<file path="src/rtl/shared_io_pkg.sv">
package shared_io_pkg;
  localparam int ADDR_W = 2;

  typedef enum logic [ADDR_W-1:0] {
    REG_DIR  = 2'd0,
    REG_PIN  = 2'd1,
    REG_OUT  = 2'd2,
    REG_NONE = 2'd3
  } regSel_e;

  typedef struct packed {
    logic    dirWr;
    logic    outWr;
    regSel_e rdSel;
  } busStrobe_t;
endpackage

</file>
<file path="src/rtl/shared_io_ctrl.sv">
module shared_io_ctrl
  import shared_io_pkg::*;
(
  input  logic [ADDR_W-1:0] busAddr,
  input  logic              busWrEn,
  output busStrobe_t        strobe
);
  regSel_e sel;

  always_comb begin
    sel          = regSel_e'(busAddr);
    strobe.rdSel = sel;
    strobe.dirWr = 1'b0;
    strobe.outWr = 1'b0;
    unique case (sel)
      REG_DIR:  strobe.dirWr = busWrEn;
      REG_PIN:  strobe.outWr = busWrEn;   // pin address writes land in the latch
      REG_OUT:  strobe.outWr = busWrEn;
      REG_NONE: ;
      default:  ;
    endcase
  end
endmodule

</file>
<file path="src/rtl/shared_io_datapath.sv">
module shared_io_datapath
  import shared_io_pkg::*;
#(
  parameter int               WIDTH     = 8,
  parameter logic [WIDTH-1:0] IMPL_MASK = 8'hBF
) (
  input  logic             clk,
  input  logic             rstN,
  input  busStrobe_t       strobe,
  input  logic [WIDTH-1:0] busWrData,
  input  logic [WIDTH-1:0] padIn,
  output logic [WIDTH-1:0] busRdData,
  output logic [WIDTH-1:0] dirQ,
  output logic [WIDTH-1:0] latchQ,
  output logic [WIDTH-1:0] pinSync
);
  logic [WIDTH-1:0] syncA;
  logic [WIDTH-1:0] syncB;
  logic [1:0]       warm;

  always_ff @(posedge clk) begin
    if (!rstN) begin
      dirQ   <= IMPL_MASK;
      latchQ <= '0;
    end else begin
      if (strobe.dirWr) dirQ   <= busWrData & IMPL_MASK;
      if (strobe.outWr) latchQ <= busWrData & IMPL_MASK;
    end
  end

  always_ff @(posedge clk) begin
    if (!rstN) begin
      syncA <= '0;
      syncB <= '0;
      warm  <= '0;
    end else begin
      syncA <= padIn & IMPL_MASK;
      syncB <= syncA;
      if (warm != 2'd2) warm <= warm + 2'd1;
    end
  end

  assign pinSync = syncB;

  always_comb begin
    unique case (strobe.rdSel)
      REG_DIR:  busRdData = dirQ;
      REG_PIN:  busRdData = pinSync;
      REG_OUT:  busRdData = latchQ;
      default:  busRdData = '0;
    endcase
  end

  AST_DIR_LOAD: assert property (@(posedge clk) disable iff (!rstN)
    strobe.dirWr |=> dirQ == ($past(busWrData) & IMPL_MASK));
  AST_LATCH_LOAD: assert property (@(posedge clk) disable iff (!rstN)
    strobe.outWr |=> latchQ == ($past(busWrData) & IMPL_MASK));
  AST_DIR_HOLD: assert property (@(posedge clk) disable iff (!rstN)
    !strobe.dirWr |=> $stable(dirQ));
  AST_LATCH_HOLD: assert property (@(posedge clk) disable iff (!rstN)
    !strobe.outWr |=> $stable(latchQ));
  AST_SYNC_LAG: assert property (@(posedge clk) disable iff (!rstN)
    (warm == 2'd2) |-> pinSync == ($past(padIn, 2) & IMPL_MASK));
  AST_READ_MASK: assert property (@(posedge clk) disable iff (!rstN)
    (busRdData & ~IMPL_MASK) == '0);
endmodule

</file>
<file path="src/rtl/shared_io_padmux.sv">
module shared_io_padmux #(
  parameter int               WIDTH     = 8,
  parameter logic [WIDTH-1:0] IMPL_MASK = 8'hBF
) (
  input  logic             clk,
  input  logic             rstN,
  input  logic [WIDTH-1:0] dirQ,
  input  logic [WIDTH-1:0] latchQ,
  input  logic [WIDTH-1:0] pinSync,
  input  logic [WIDTH-1:0] periphEn,
  input  logic [WIDTH-1:0] periphDrive,
  input  logic [WIDTH-1:0] periphOut,
  input  logic [WIDTH-1:0] periphOe,
  output logic [WIDTH-1:0] padOut,
  output logic [WIDTH-1:0] padOe,
  output logic [WIDTH-1:0] periphIn
);
  for (genvar i = 0; i < WIDTH; i++) begin : gPin
    if (IMPL_MASK[i]) begin : gLive
      logic periphOwns;
      assign periphOwns  = periphEn[i] & periphDrive[i];
      assign padOut[i]   = periphOwns ? periphOut[i] : latchQ[i];
      assign padOe[i]    = periphOwns ? periphOe[i]  : ~dirQ[i];
      assign periphIn[i] = pinSync[i];
    end else begin : gDead
      assign padOut[i]   = 1'b0;
      assign padOe[i]    = 1'b0;
      assign periphIn[i] = 1'b0;
    end
  end

  logic [WIDTH-1:0] ownChk;
  logic [WIDTH-1:0] portChk;
  assign ownChk  = periphEn & periphDrive & IMPL_MASK;
  assign portChk = ~(periphEn & periphDrive) & IMPL_MASK;

  AST_PERIPH_OWNS: assert property (@(posedge clk) disable iff (!rstN)
    (((padOe ^ periphOe) | (padOut ^ periphOut)) & ownChk) == '0);
  AST_PORT_OWNS: assert property (@(posedge clk) disable iff (!rstN)
    (((padOe ^ ~dirQ) | (padOut ^ latchQ)) & portChk) == '0);
  AST_UNIMPL_IDLE: assert property (@(posedge clk) disable iff (!rstN)
    ((padOe | padOut) & ~IMPL_MASK) == '0);
  AST_NO_LOOP: assert property (@(posedge clk) disable iff (!rstN)
    periphIn == pinSync);
endmodule

</file>
<file path="src/rtl/shared_io_port.sv">
module shared_io_port
  import shared_io_pkg::*;
#(
  parameter int               WIDTH     = 8,
  parameter logic [WIDTH-1:0] IMPL_MASK = 8'hBF
) (
  input  logic              clk,
  input  logic              rstN,
  input  logic [ADDR_W-1:0] busAddr,
  input  logic              busWrEn,
  input  logic [WIDTH-1:0]  busWrData,
  output logic [WIDTH-1:0]  busRdData,
  input  logic [WIDTH-1:0]  padIn,
  output logic [WIDTH-1:0]  padOut,
  output logic [WIDTH-1:0]  padOe,
  input  logic [WIDTH-1:0]  periphEn,
  input  logic [WIDTH-1:0]  periphDrive,
  input  logic [WIDTH-1:0]  periphOut,
  input  logic [WIDTH-1:0]  periphOe,
  output logic [WIDTH-1:0]  periphIn
);
  busStrobe_t       strobe;
  logic [WIDTH-1:0] dirQ;
  logic [WIDTH-1:0] latchQ;
  logic [WIDTH-1:0] pinSync;

  shared_io_ctrl uCtrl (
    .busAddr (busAddr),
    .busWrEn (busWrEn),
    .strobe  (strobe)
  );

  shared_io_datapath #(.WIDTH(WIDTH), .IMPL_MASK(IMPL_MASK)) uData (
    .clk       (clk),
    .rstN      (rstN),
    .strobe    (strobe),
    .busWrData (busWrData),
    .padIn     (padIn),
    .busRdData (busRdData),
    .dirQ      (dirQ),
    .latchQ    (latchQ),
    .pinSync   (pinSync)
  );

  shared_io_padmux #(.WIDTH(WIDTH), .IMPL_MASK(IMPL_MASK)) uMux (
    .clk         (clk),
    .rstN        (rstN),
    .dirQ        (dirQ),
    .latchQ      (latchQ),
    .pinSync     (pinSync),
    .periphEn    (periphEn),
    .periphDrive (periphDrive),
    .periphOut   (periphOut),
    .periphOe    (periphOe),
    .padOut      (padOut),
    .padOe       (padOe),
    .periphIn    (periphIn)
  );
endmodule

</file>
<file path="config.mk">
export PLATFORM = sky130hd
export DESIGN_NAME = shared_io_port
export DESIGN_NICKNAME = d
export VERILOG_FILES = /design/src/rtl/shared_io_pkg.sv /design/src/rtl/shared_io_ctrl.sv /design/src/rtl/shared_io_datapath.sv /design/src/rtl/shared_io_padmux.sv /design/src/rtl/shared_io_port.sv
export SDC_FILE = /design/constraint.sdc
export NUM_CORES = 1
export LEC_CHECK = 0
export ABC_AREA = 1
export BUFFER_PORTS_ARGS = -buffer_cell sky130_fd_sc_hd__buf_2
export CORE_ASPECT_RATIO = 0.8
export CORE_MARGIN = 2
export CORE_UTILIZATION = 45
export CTS_BUF_LIST = sky130_fd_sc_hd__clkbuf_8
export DETAILED_ROUTE_END_ITERATION = 12
export PLACE_DENSITY_LB_ADDON = 0.2
export SYNTH_ARGS = -nofsm -noshare
export SYNTH_HDL_FRONTEND = slang
export SYNTH_HIERARCHICAL = 1
export SYNTH_SLANG_ARGS = --single-unit
</file>
<file path="constraint.sdc">
create_clock -name clk -period 1 [get_ports clk]
set_input_delay 0.15 -clock clk [delete_from_list [all_inputs] [get_ports clk]]
set_output_delay 0.15 -clock clk [all_outputs]
set_load 0.1 [all_outputs]
</file>
==> results.cfg, run 1 <==
[worst_setup_path]
worst_path_dominant_cell_family = flip-flops
path_cells = nand3_4, nand3_4, buf_12
worstPathBufferInverterCount = 1
worstSetupStartpointType = register
cp_max_fo = 3
cp_slowest_stage_delay_ns = 0.39
timing.setup.critical_path_class = register to output pin
regToRegSetupSlack_ns = 0.21
timing.reg2reg.worst_path_depth = 2
cpMostUsedCell = nand3_4
setup.worst_path.end_class = output pin
cp_required_ns = 0.85
cpMaxStageDelayCell = dfxtp_4
arrival_ns = 1.02
critical_path.reg2reg.startpoint = uData/latchQ[1]$_SDFFE_PN0P_
critical_path.reg2reg.endpoint = uData/latchQ[1]$_SDFFE_PN0P_

[route]
dr.first_iter.drc_count = 59
total_number_of_vias = 1658
postRouteWirelength_um = 4567
dr.pass1.iters = 4
viasPerCell = 5.009
drt_drc_violations_left = 0
route.detailed.wl_per_inst_um = 13.80
postRouteAntennaNets = 0

[floorplanning]
design.core.area_um2 = 3063
placementRows = 18
initial_utilization_pct = 46.77
die_width_um = 67.09
die-area_um2 = 3654
boundary_pin_count = 85
fp.dieH_um = 54.47

[final_layout]
layout.filler_cells = 168
post_layout_nets = 346
flow.area_growth_from_synthesis_pct = 82.27
final_layout_size_suffix_gt1_share_pct = 58.08
postLayoutCoreUtil_pct = 85.25
antennaDiodeCount = 0

[timing]
post-route-min-period_ns = 1.169
final-max-slew-violation-count = 0
finalWorstSetupSlack_ns = -0.1685
max_freq_mhz = 855.8
finalHoldViolations = 0
period_utilisation_layout_pct = 116.9
setup_viol = 29
worst_hold_slack_ns = 0.05444
rsz0062_at_grt = yes
clock-skew-final_ns = 0.0005280

[clock_network]
cts_clk_pin_slew_worst_paths_ns = 0.09
worstSkewPairLatency_ns = 0.27
cts.root.buffer_cell = clkbuf_8
max-clock-path-buffers = 2
clock_sinks = 28
postCtsHoldBufs = 0
tritoncts = yes
cts.htree.levels = 1
total_clock_buffers_created_by_cts = 3

[synth]
synthesis.area_um2 = 1433
ys_warn_count = 6
syn-instance-count = 215
syn-mean-instance-area_um2 = 6.663

[place]
dp_hpwl_um = 3045
numPortBuffers = 74
globalplace.congestion = 0.8197

[global_routing]
antenna_found_initial = 0
total_overflow_reported_by_the_global_router = 0
first_global_vias = 1519
largest_net_degree_at_the_start_of_global_routing = 17
grt_first_pass_wirelength_um = 6762
globalRouteTotalUtil_pct = 25.07

[run_status]
failed_checks = negative setup slack
outcome = finished, violations left

[pwr]
p_clk_share_pct = 19.3
p_sw_share_pct = 40.71
internal_power_uw = 2092
power.static_leakage_uw = 0.001385
ir_worst_vdd_uv = 1245
netsw_uw = 1436
p_comb_share_pct = 45.4
power.share.sequential_pct = 35.4
power.density_nw_per_um2 = 1351

[worst_hold_path]
hold_class = input pin to register
hold_depth = 3
worst_hold_startpoint = padIn[0]
hold-path-endpoint = uData/syncA[0]$_SDFF_PN0_

[flow_run]
max_cap_check_violation_count = 0
[cell type report]
class / count / area (um^2) / share of cell area, %
clock buffers: 4 / 55.05 / 2.108
well taps: 40 / 50.05 / 1.917
multi-input cells: 141 / 845.8 / 32.39
repair buffers: 89 / 950.9 / 36.42
inverters: 29 / 115.1 / 4.408
flip-flops and latches: 28 / 594.3 / 22.76
[through the flow]
stage	std cells	worst slack, ns	instance area, um^2	power, uW	setup TNS [ns]
floorplan	217	-0.1171	1555	2225	-0.2587
global placement	326	-0.1332	2371	2756	-1.560
detailed placement	326	-0.2340	2371	2778	-2.277
CTS	330	-0.1541	2539	3495	-2.810
global route	331	-0.2123	2611	3651	-4.020
finish	331	-0.1685	2611	3528	-2.974
[layout by cell type, fill, tap and decap left out, drive strengths merged]
cell type,count
buf,89
clkbuf,4
clkinv,1
conb,4
dfxtp,28
ha,1
inv,28
nand2,72
nand3,42
nor2,15
o21ai,7
[worst max-delay path by stage]
stage	start	to	slack [ns]	cells after the start
4_1_cts	uData/pinSync[3]$_SDFF_PN0_	busRdData[3]	-0.15	3
2_1_floorplan	busAddr[0]	busRdData[0]	-0.12	5
3_3_place_gp	busAddr[0]	uData/latchQ[2]$_SDFFE_PN0P_	-0.13	8
6_report	uData/latchQ[3]$_SDFFE_PN0P_	busRdData[3]	-0.17	3
5_1_grt	uData/pinSync[4]$_SDFF_PN0_	busRdData[4]	-0.21	3
3_5_place_dp	busAddr[1]	uData/latchQ[1]$_SDFFE_PN0P_	-0.23	8
[timing repair]
item / 4_1_cts / 5_1_grt
gates resized for setup: 43 / 27
buffers inserted: 0 / 3
endpoints found under the hold margin: 0 / 0
pin swaps: 20 / 14
gates cloned: 0 / 0
setup endpoints to repair: 28 / 35
[power by group through the flow]
stage | clock, uW | sequential (uW) | combinational, uW
floorplan | 0 | 1230 | 992
detailed placement | 0 | 1250 | 1530
CTS | 695 | 1240 | 1560
finish | 680 | 1250 | 1600
global placement | 0 | 1250 | 1510
global route | 730 | 1260 | 1670
[sequential cells by signal, summed over array words and instances, names as in the netlist]
name,flops
uData/pinSync,7
uData/dirQ,7
uData/syncA,7
uData/latchQ,7
[layer usage]
layer  track usage (%)  share of wire, %  vias to the layer above
met2             48.51                52                       85
met1             26.77                37                      762
met4             6.803               2.1                        0
li1                  -                 -                      799
met5                 0                 0                        -
met3             7.407               8.3                       12
[worst min-delay path, delay by kind of cell]
family	cells	cell delay [ns]
buffers and inverters	2	0.11
AND/OR/NAND/NOR	1	0.04
No activity file was read; power rests on OpenSTA's default activity.
==> run 2: changes to the inputs <==
--- a/config.mk
+++ b/config.mk
@@ -12,7 +12,7 @@
 export CORE_UTILIZATION = 45
 export CTS_BUF_LIST = sky130_fd_sc_hd__clkbuf_8
 export DETAILED_ROUTE_END_ITERATION = 12
-export PLACE_DENSITY_LB_ADDON = 0.2
+export PLACE_DENSITY = 0.87
 export SYNTH_ARGS = -nofsm -noshare
 export SYNTH_HDL_FRONTEND = slang
 export SYNTH_HIERARCHICAL = 1
==> results.cfg, run 2 (synthesis results as in run 1) <==
[route]
postRouteAntennaNets = 0
drt_drc_violations_left = 0
wl_met1_um = 1909
topRoutingLayerUsed = met4
total_number_of_vias = 1738
dr.first_iter.drc_count = 70
dr_wl_met2_um = 2665
dr.pass1.iters = 4
viasPerCell = 5.283
route.detailed.wl_per_inst_um = 16.10
postRouteWirelength_um = 5298
met3WireLength_um = 478

[global_routing]
grt_first_pass_wirelength_um = 7376
antenna_found_initial = 0
globalRouteTotalUtil_pct = 27.11
first_global_vias = 1628
largest_net_degree_at_the_start_of_global_routing = 25
total_overflow_reported_by_the_global_router = 0

[timing]
clock-skew-final_ns = 0.0004206
period_utilisation_layout_pct = 121.5
worst_hold_slack_ns = 0.05373
final-max-slew-violation-count = 0
finalWorstSetupSlack_ns = -0.2147
finalHoldViolations = 0
setup_tns_ns = -3.692
rsz0062_at_grt = yes
max_freq_mhz = 823.2
setup_viol = 29
post-route-min-period_ns = 1.215

[clock_network]
cts_clk_pin_slew_worst_paths_ns = 0.10
total_clock_buffers_created_by_cts = 3
worstSkewPairLatency_ns = 0.27
cts.root.buffer_cell = clkbuf_8
cts.htree.levels = 1
tritoncts = yes
max-clock-path-buffers = 2
clock_sinks = 28
postCtsHoldBufs = 0

[worst_setup_path]
cp_required_ns = 0.85
worstPathBufferInverterCount = 1
cp_slowest_stage_delay_ns = 0.39
cpMaxStageDelayCell = dfxtp_4
timing.reg2reg.worst_path_depth = 2
setup.worst_path.end_class = output pin
regToRegSetupSlack_ns = 0.10
timing.setup.critical_path_class = register to output pin
cpMostUsedCell = nand3_4
critical_path.reg2reg.endpoint = uData/latchQ[4]$_SDFFE_PN0P_
cp_max_fo = 3
worst_path_dominant_cell_family = flip-flops
worstSetupStartpointType = register
critical_path.reg2reg.startpoint = uData/latchQ[4]$_SDFFE_PN0P_
path_cells = nand3_4, nand3_4, buf_12
arrival_ns = 1.06

[floorplanning]
design.core.area_um2 = 3063
placementRows = 18
die-area_um2 = 3654
initial_utilization_pct = 46.77
boundary_pin_count = 85
die_width_um = 67.09
fp.dieH_um = 54.47

[final_layout]
final_layout_size_suffix_gt1_share_pct = 59.86
layout_commonest_cell = buf_2
flow.area_growth_from_synthesis_pct = 80.87
post_layout_nets = 345
mostFrequentLayoutCells = buf_2 (46), nand2_1 (43), buf_12 (30)
antennaDiodeCount = 0
layout.filler_cells = 165

[place]
globalplace.congestion = 0.8799
numPortBuffers = 74
dp_hpwl_um = 3221

[pwr]
ir_worst_vdd_uv = 1083
power.static_leakage_uw = 0.001373
internal_power_uw = 2010
power.density_nw_per_um2 = 1344
power.share.sequential_pct = 35.9
netsw_uw = 1474
p_sw_share_pct = 42.31
p_comb_share_pct = 46.5
p_clk_share_pct = 17.7

[worst_hold_path]
hold_depth = 3
worst_hold_startpoint = padIn[4]
hold_class = input pin to register
hold-path-endpoint = uData/syncA[4]$_SDFF_PN0_

[flow_run]
max_cap_check_violation_count = 0

[run_status]
outcome = finished, violations left
failed_checks = negative setup slack
-- run 2: how the worst max path moves through the flow --
stage | startpoint | endpoint | slack (ns) | depth (start not counted)
2_1_floorplan | busAddr[0] | busRdData[0] | -0.12 | 5
3_3_place_gp | busAddr[0] | uData/latchQ[1]$_SDFFE_PN0P_ | -0.13 | 8
3_5_place_dp | busAddr[0] | uData/latchQ[0]$_SDFFE_PN0P_ | -0.25 | 8
4_1_cts | uData/latchQ[4]$_SDFFE_PN0P_ | busRdData[4] | -0.16 | 3
5_1_grt | uData/pinSync[2]$_SDFF_PN0_ | busRdData[2] | -0.25 | 3
6_report | uData/latchQ[4]$_SDFFE_PN0P_ | busRdData[4] | -0.21 | 3
-- run 2: routing by layer --
metal  vias to the layer above  global-route usage [%]
li1                        802                       -
met1                       789                   29.63
met2                       115                   49.67
met3                        32                   6.790
met4                         0                   13.27
met5                         -                       0
-- run 2: final cells by class --
cell class              instances  area, um^2  share of cell area, %
multi-input cells             141       845.8                  32.64
clock buffers                   3       41.29                  1.593
well taps                      40       50.05                  1.931
inverters                      29       111.4                  4.297
flip-flops and latches         28       591.8                  22.84
repair buffers                 88       950.9                  36.70
-- run 2: worst min-delay path, delay by kind of cell --
| kind | cells | cell delay (ns) |
|---|---|---|
| buffers and inverters | 2 | 0.11 |
| AND/OR/NAND/NOR | 1 | 0.04 |
-- run 2: repair_timing --
action / CTS / global route
endpoints found under the setup margin: 28 / 35
setup buffers: 0 / 4
gates resized for setup: 44 / 28
pin swaps: 16 / 13
-- run 2: stage by stage --
| stage | utilization, % | total power [uW] | std cells | worst slack (ns) | area, um^2 |
|---|---|---|---|---|---|
| global placement | 76.92 | 2747 | 324 | -0.1287 | 2356 |
| floorplan | - | 2225 | 217 | -0.1171 | 1555 |
| CTS | 82.07 | 3408 | 327 | -0.1644 | 2514 |
| global route | 84.60 | 3586 | 329 | -0.2480 | 2591 |
| finish | 84.60 | 3483 | 329 | -0.2147 | 2591 |
| detailed placement | 76.92 | 2781 | 324 | -0.2458 | 2356 |
-- run 2: power groups by stage --
stage	Sequential (uW)	Combinational (uW)	Clock, uW
floorplan	1230	992	0
global placement	1250	1500	0
detailed placement	1250	1530	0
CTS	1240	1560	608
global route	1260	1680	647
finish	1250	1620	615
==> run 3: changes to the inputs <==
--- a/config.mk
+++ b/config.mk
@@ -13,6 +13,7 @@
 export CTS_BUF_LIST = sky130_fd_sc_hd__clkbuf_8
 export DETAILED_ROUTE_END_ITERATION = 12
 export PLACE_DENSITY = 0.87
+export SETUP_SLACK_MARGIN = 0.2
 export SYNTH_ARGS = -nofsm -noshare
 export SYNTH_HDL_FRONTEND = slang
 export SYNTH_HIERARCHICAL = 1
==> results.cfg, run 3 <==
[run_status]
outcome = stopped before the end
outcome.stop_stage = global routing (5_1_grt)
error_message = [ERROR DPL-0038] Utilization greater than 100%, impossible to legalize

[clock_network]
total_clock_buffers_created_by_cts = 3
cts.htree.levels = 1
max-clock-path-buffers = 2
postCtsHoldBufs = 0
cts.root.buffer_cell = clkbuf_8

[floorplanning]
placementRows = 18
fp.dieH_um = 54.47
die_width_um = 67.09
boundary_pin_count = 85
initial_utilization_pct = 46.77

[timing]
timing.grt.repair.worst_endpoint = busRdData[2]
worst_endpoint_kind = primary output

[place]
globalplace.congestion = 0.8430
numPortBuffers = 74
dp_hpwl_um = 3525

[synth]
syn-mean-instance-area_um2 = 6.663
synthesis.area_um2 = 1433
syn-instance-count = 215
ys_warn_count = 6

[global_routing]
largest_net_degree_at_the_start_of_global_routing = 23
==> run 3: through the flow <==
step                      util (%)  std cells  setup slack, ns  area [um^2]  hold slack (ns)
after floorplan                  -        217        -0.007983         1775           0.2435
after global placement       83.86        324          -0.1284         2569           0.3310
after detailed placement     83.86        324          -0.2147         2569           0.3317
after CTS                    95.42        334          -0.1698         2923          0.04634
==> run 3: repair_timing <==
item,CTS
pin swaps,28
endpoints found under the setup margin,36
resized for setup,78
buffers inserted,6
==> run 4: changes to the inputs <==
--- a/config.mk
+++ b/config.mk
@@ -7,13 +7,10 @@
 export LEC_CHECK = 0
 export ABC_AREA = 1
 export BUFFER_PORTS_ARGS = -buffer_cell sky130_fd_sc_hd__buf_2
-export CORE_ASPECT_RATIO = 0.8
 export CORE_MARGIN = 2
-export CORE_UTILIZATION = 45
-export CTS_BUF_LIST = sky130_fd_sc_hd__clkbuf_8
+export CORE_UTILIZATION = 40
 export DETAILED_ROUTE_END_ITERATION = 12
-export PLACE_DENSITY = 0.87
-export SETUP_SLACK_MARGIN = 0.2
+export PLACE_DENSITY_LB_ADDON = 0.15
 export SYNTH_ARGS = -nofsm -noshare
 export SYNTH_HDL_FRONTEND = slang
 export SYNTH_HIERARCHICAL = 1
==> results.cfg, run 4 (synthesis results as in run 1) <==
[timing]
clock-skew-final_ns = 0.006638
worst_hold_slack_ns = 0.03816
rsz0062_at_grt = yes
finalWorstSetupSlack_ns = -0.2927
period_utilisation_layout_pct = 129.3
final-max-slew-violation-count = 0
post-route-min-period_ns = 1.293
setup_viol = 28
finalHoldViolations = 0
max_freq_mhz = 773.6

[worst_hold_path]
hold_class = input pin to register

[clock_network]
worstSkewPairLatency_ns = 0.33
max-clock-path-buffers = 2
cts_clk_pin_slew_worst_paths_ns = 0.15
clock_sinks = 28
total_clock_buffers_created_by_cts = 3
cts.root.buffer_cell = clkbuf_4
cts.htree.levels = 1
tritoncts = yes

[worst_setup_path]
cp_required_ns = 0.85
worst_path_dominant_cell_family = flip-flops
worstSetupPathDepth = 3
setup.worst_path.end_class = output pin
path_cells = nand3_1, nand3_2, buf_12
cpMaxStageDelayCell = dfxtp_2
cp-endpoint = busRdData[0]
worstPathBufferInverterCount = 1
critical_path.reg2reg.startpoint = uData/latchQ[0]$_SDFFE_PN0P_
timing.reg2reg.worst_path_depth = 2
cp_slowest_stage_delay_ns = 0.39
cp_max_fo = 3
arrival_ns = 1.14
worstSetupStartpointType = register
timing.setup.critical_path_class = register to output pin
critical_path.reg2reg.endpoint = uData/latchQ[0]$_SDFFE_PN0P_
regToRegSetupSlack_ns = 0.31
critPathLaunch = uData/latchQ[0]$_SDFFE_PN0P_

[final_layout]
layoutNonFillerInstCount = 342
mostFrequentLayoutCells = nand2_1 (47), buf_2 (46), buf_12 (30)
layout_commonest_cell = nand2_1
layout.filler_cells = 234
antennaDiodeCount = 0
flow.area_growth_from_synthesis_pct = 84.10
sequential_cell_area_um2 = 591.8
post_layout_nets = 351
multi_input_area_um2 = 840.8
fin_area_um2 = 2638
final_layout_size_suffix_gt1_share_pct = 56.08

[global_routing]
first_global_vias = 1511
largest_net_degree_at_the_start_of_global_routing = 29
total_overflow_reported_by_the_global_router = 0
antenna_found_initial = 0
globalRouteTotalUtil_pct = 21.30
grt_first_pass_wirelength_um = 6886

[run_status]
outcome = finished, violations left
failed_checks = negative setup slack

[floorplanning]
die-area_um2 = 4076
design.core.area_um2 = 3390
fp.dieH_um = 63.85
die_width_um = 63.85
placementRows = 21
initial_utilization_pct = 42.27
boundary_pin_count = 85

[pwr]
ir_worst_vdd_uv = 928.2
power.static_leakage_uw = 0.001395
power.density_nw_per_um2 = 1282

[route]
met3WireLength_um = 263
topRoutingLayerUsed = met4
dr.first_iter.drc_count = 60
total_number_of_vias = 1568
dr_wl_met2_um = 2085
postRouteAntennaNets = 0
wl_met1_um = 1695
viasPerCell = 4.585
dr.pass1.iters = 4
route.detailed.wl_per_inst_um = 12.06
postRouteWirelength_um = 4125
drt_drc_violations_left = 0

[place]
numPortBuffers = 74
globalplace.congestion = 0.8326
dpl_cells = 331
dp_hpwl_um = 2949
placed_cell_area_um2 = 2371
dpl_worst_slack_ns = -0.1669

[flow_run]
max_cap_check_violation_count = 0
==> run 4: tightest hold or removal path: cells and delay by family <==
kind	cells	cell delay, ns
buf+inv	1	0.09
simple gates	2	0.10
==> run 4: power breakdown <==
group	switching [uW]	internal, uW
clock	325	223
combinational	1030	560
sequential	56.1	1190
==> run 4: cell type report <==
type                    count  share of cell area (%)
clock buffers               4                   1.376
inverters                  29                   4.127
multi-input cells         141                   31.88
flip-flops and latches     28                   22.44
well taps                  46                   2.182
repair buffers             94                   38.00
==> run 4: through the flow <==
stage	util [%]	TNS [ns]	total power, uW
floorplan	-	-0.2587	2225
global placement	69.95	-1.597	2755
detailed placement	69.95	-2.097	2773
CTS	76.26	-5.190	3378
global route	77.81	-6.492	3533
finish	77.81	-5.064	3381
==> run 4: worst min path at each step <==
stage	startpoint	to	depth (start not counted)
CTS	busWrData[7]	uData/dirQ[7]$_SDFFE_PN1P_	3
floorplan	padIn[1]	uData/syncA[1]$_SDFF_PN0_	2
finish	busWrData[7]	uData/dirQ[7]$_SDFFE_PN1P_	3
detailed placement	padIn[1]	uData/syncA[1]$_SDFF_PN0_	3
global route	busWrData[5]	uData/dirQ[5]$_SDFFE_PN1P_	3
global placement	padIn[1]	uData/syncA[1]$_SDFF_PN0_	3
==> run 4: layer usage <==
metal | GRT usage (%) | up-vias
met2 | 37.24 | 65
met1 | 26.91 | 688
met5 | 0 | -
met4 | 7.337 | 0
met3 | 2.465 | 6
li1 | - | 809
==> run 4: timing repair <==
item | 4_1_cts | 5_1_grt
endpoints found under the hold margin | 7 | 0
setup endpoints to repair | 28 | 28
gates resized for setup | 42 | 20
hold buffers | 7 | 0
buffers inserted | 0 | 4
pin swaps | 20 | 11
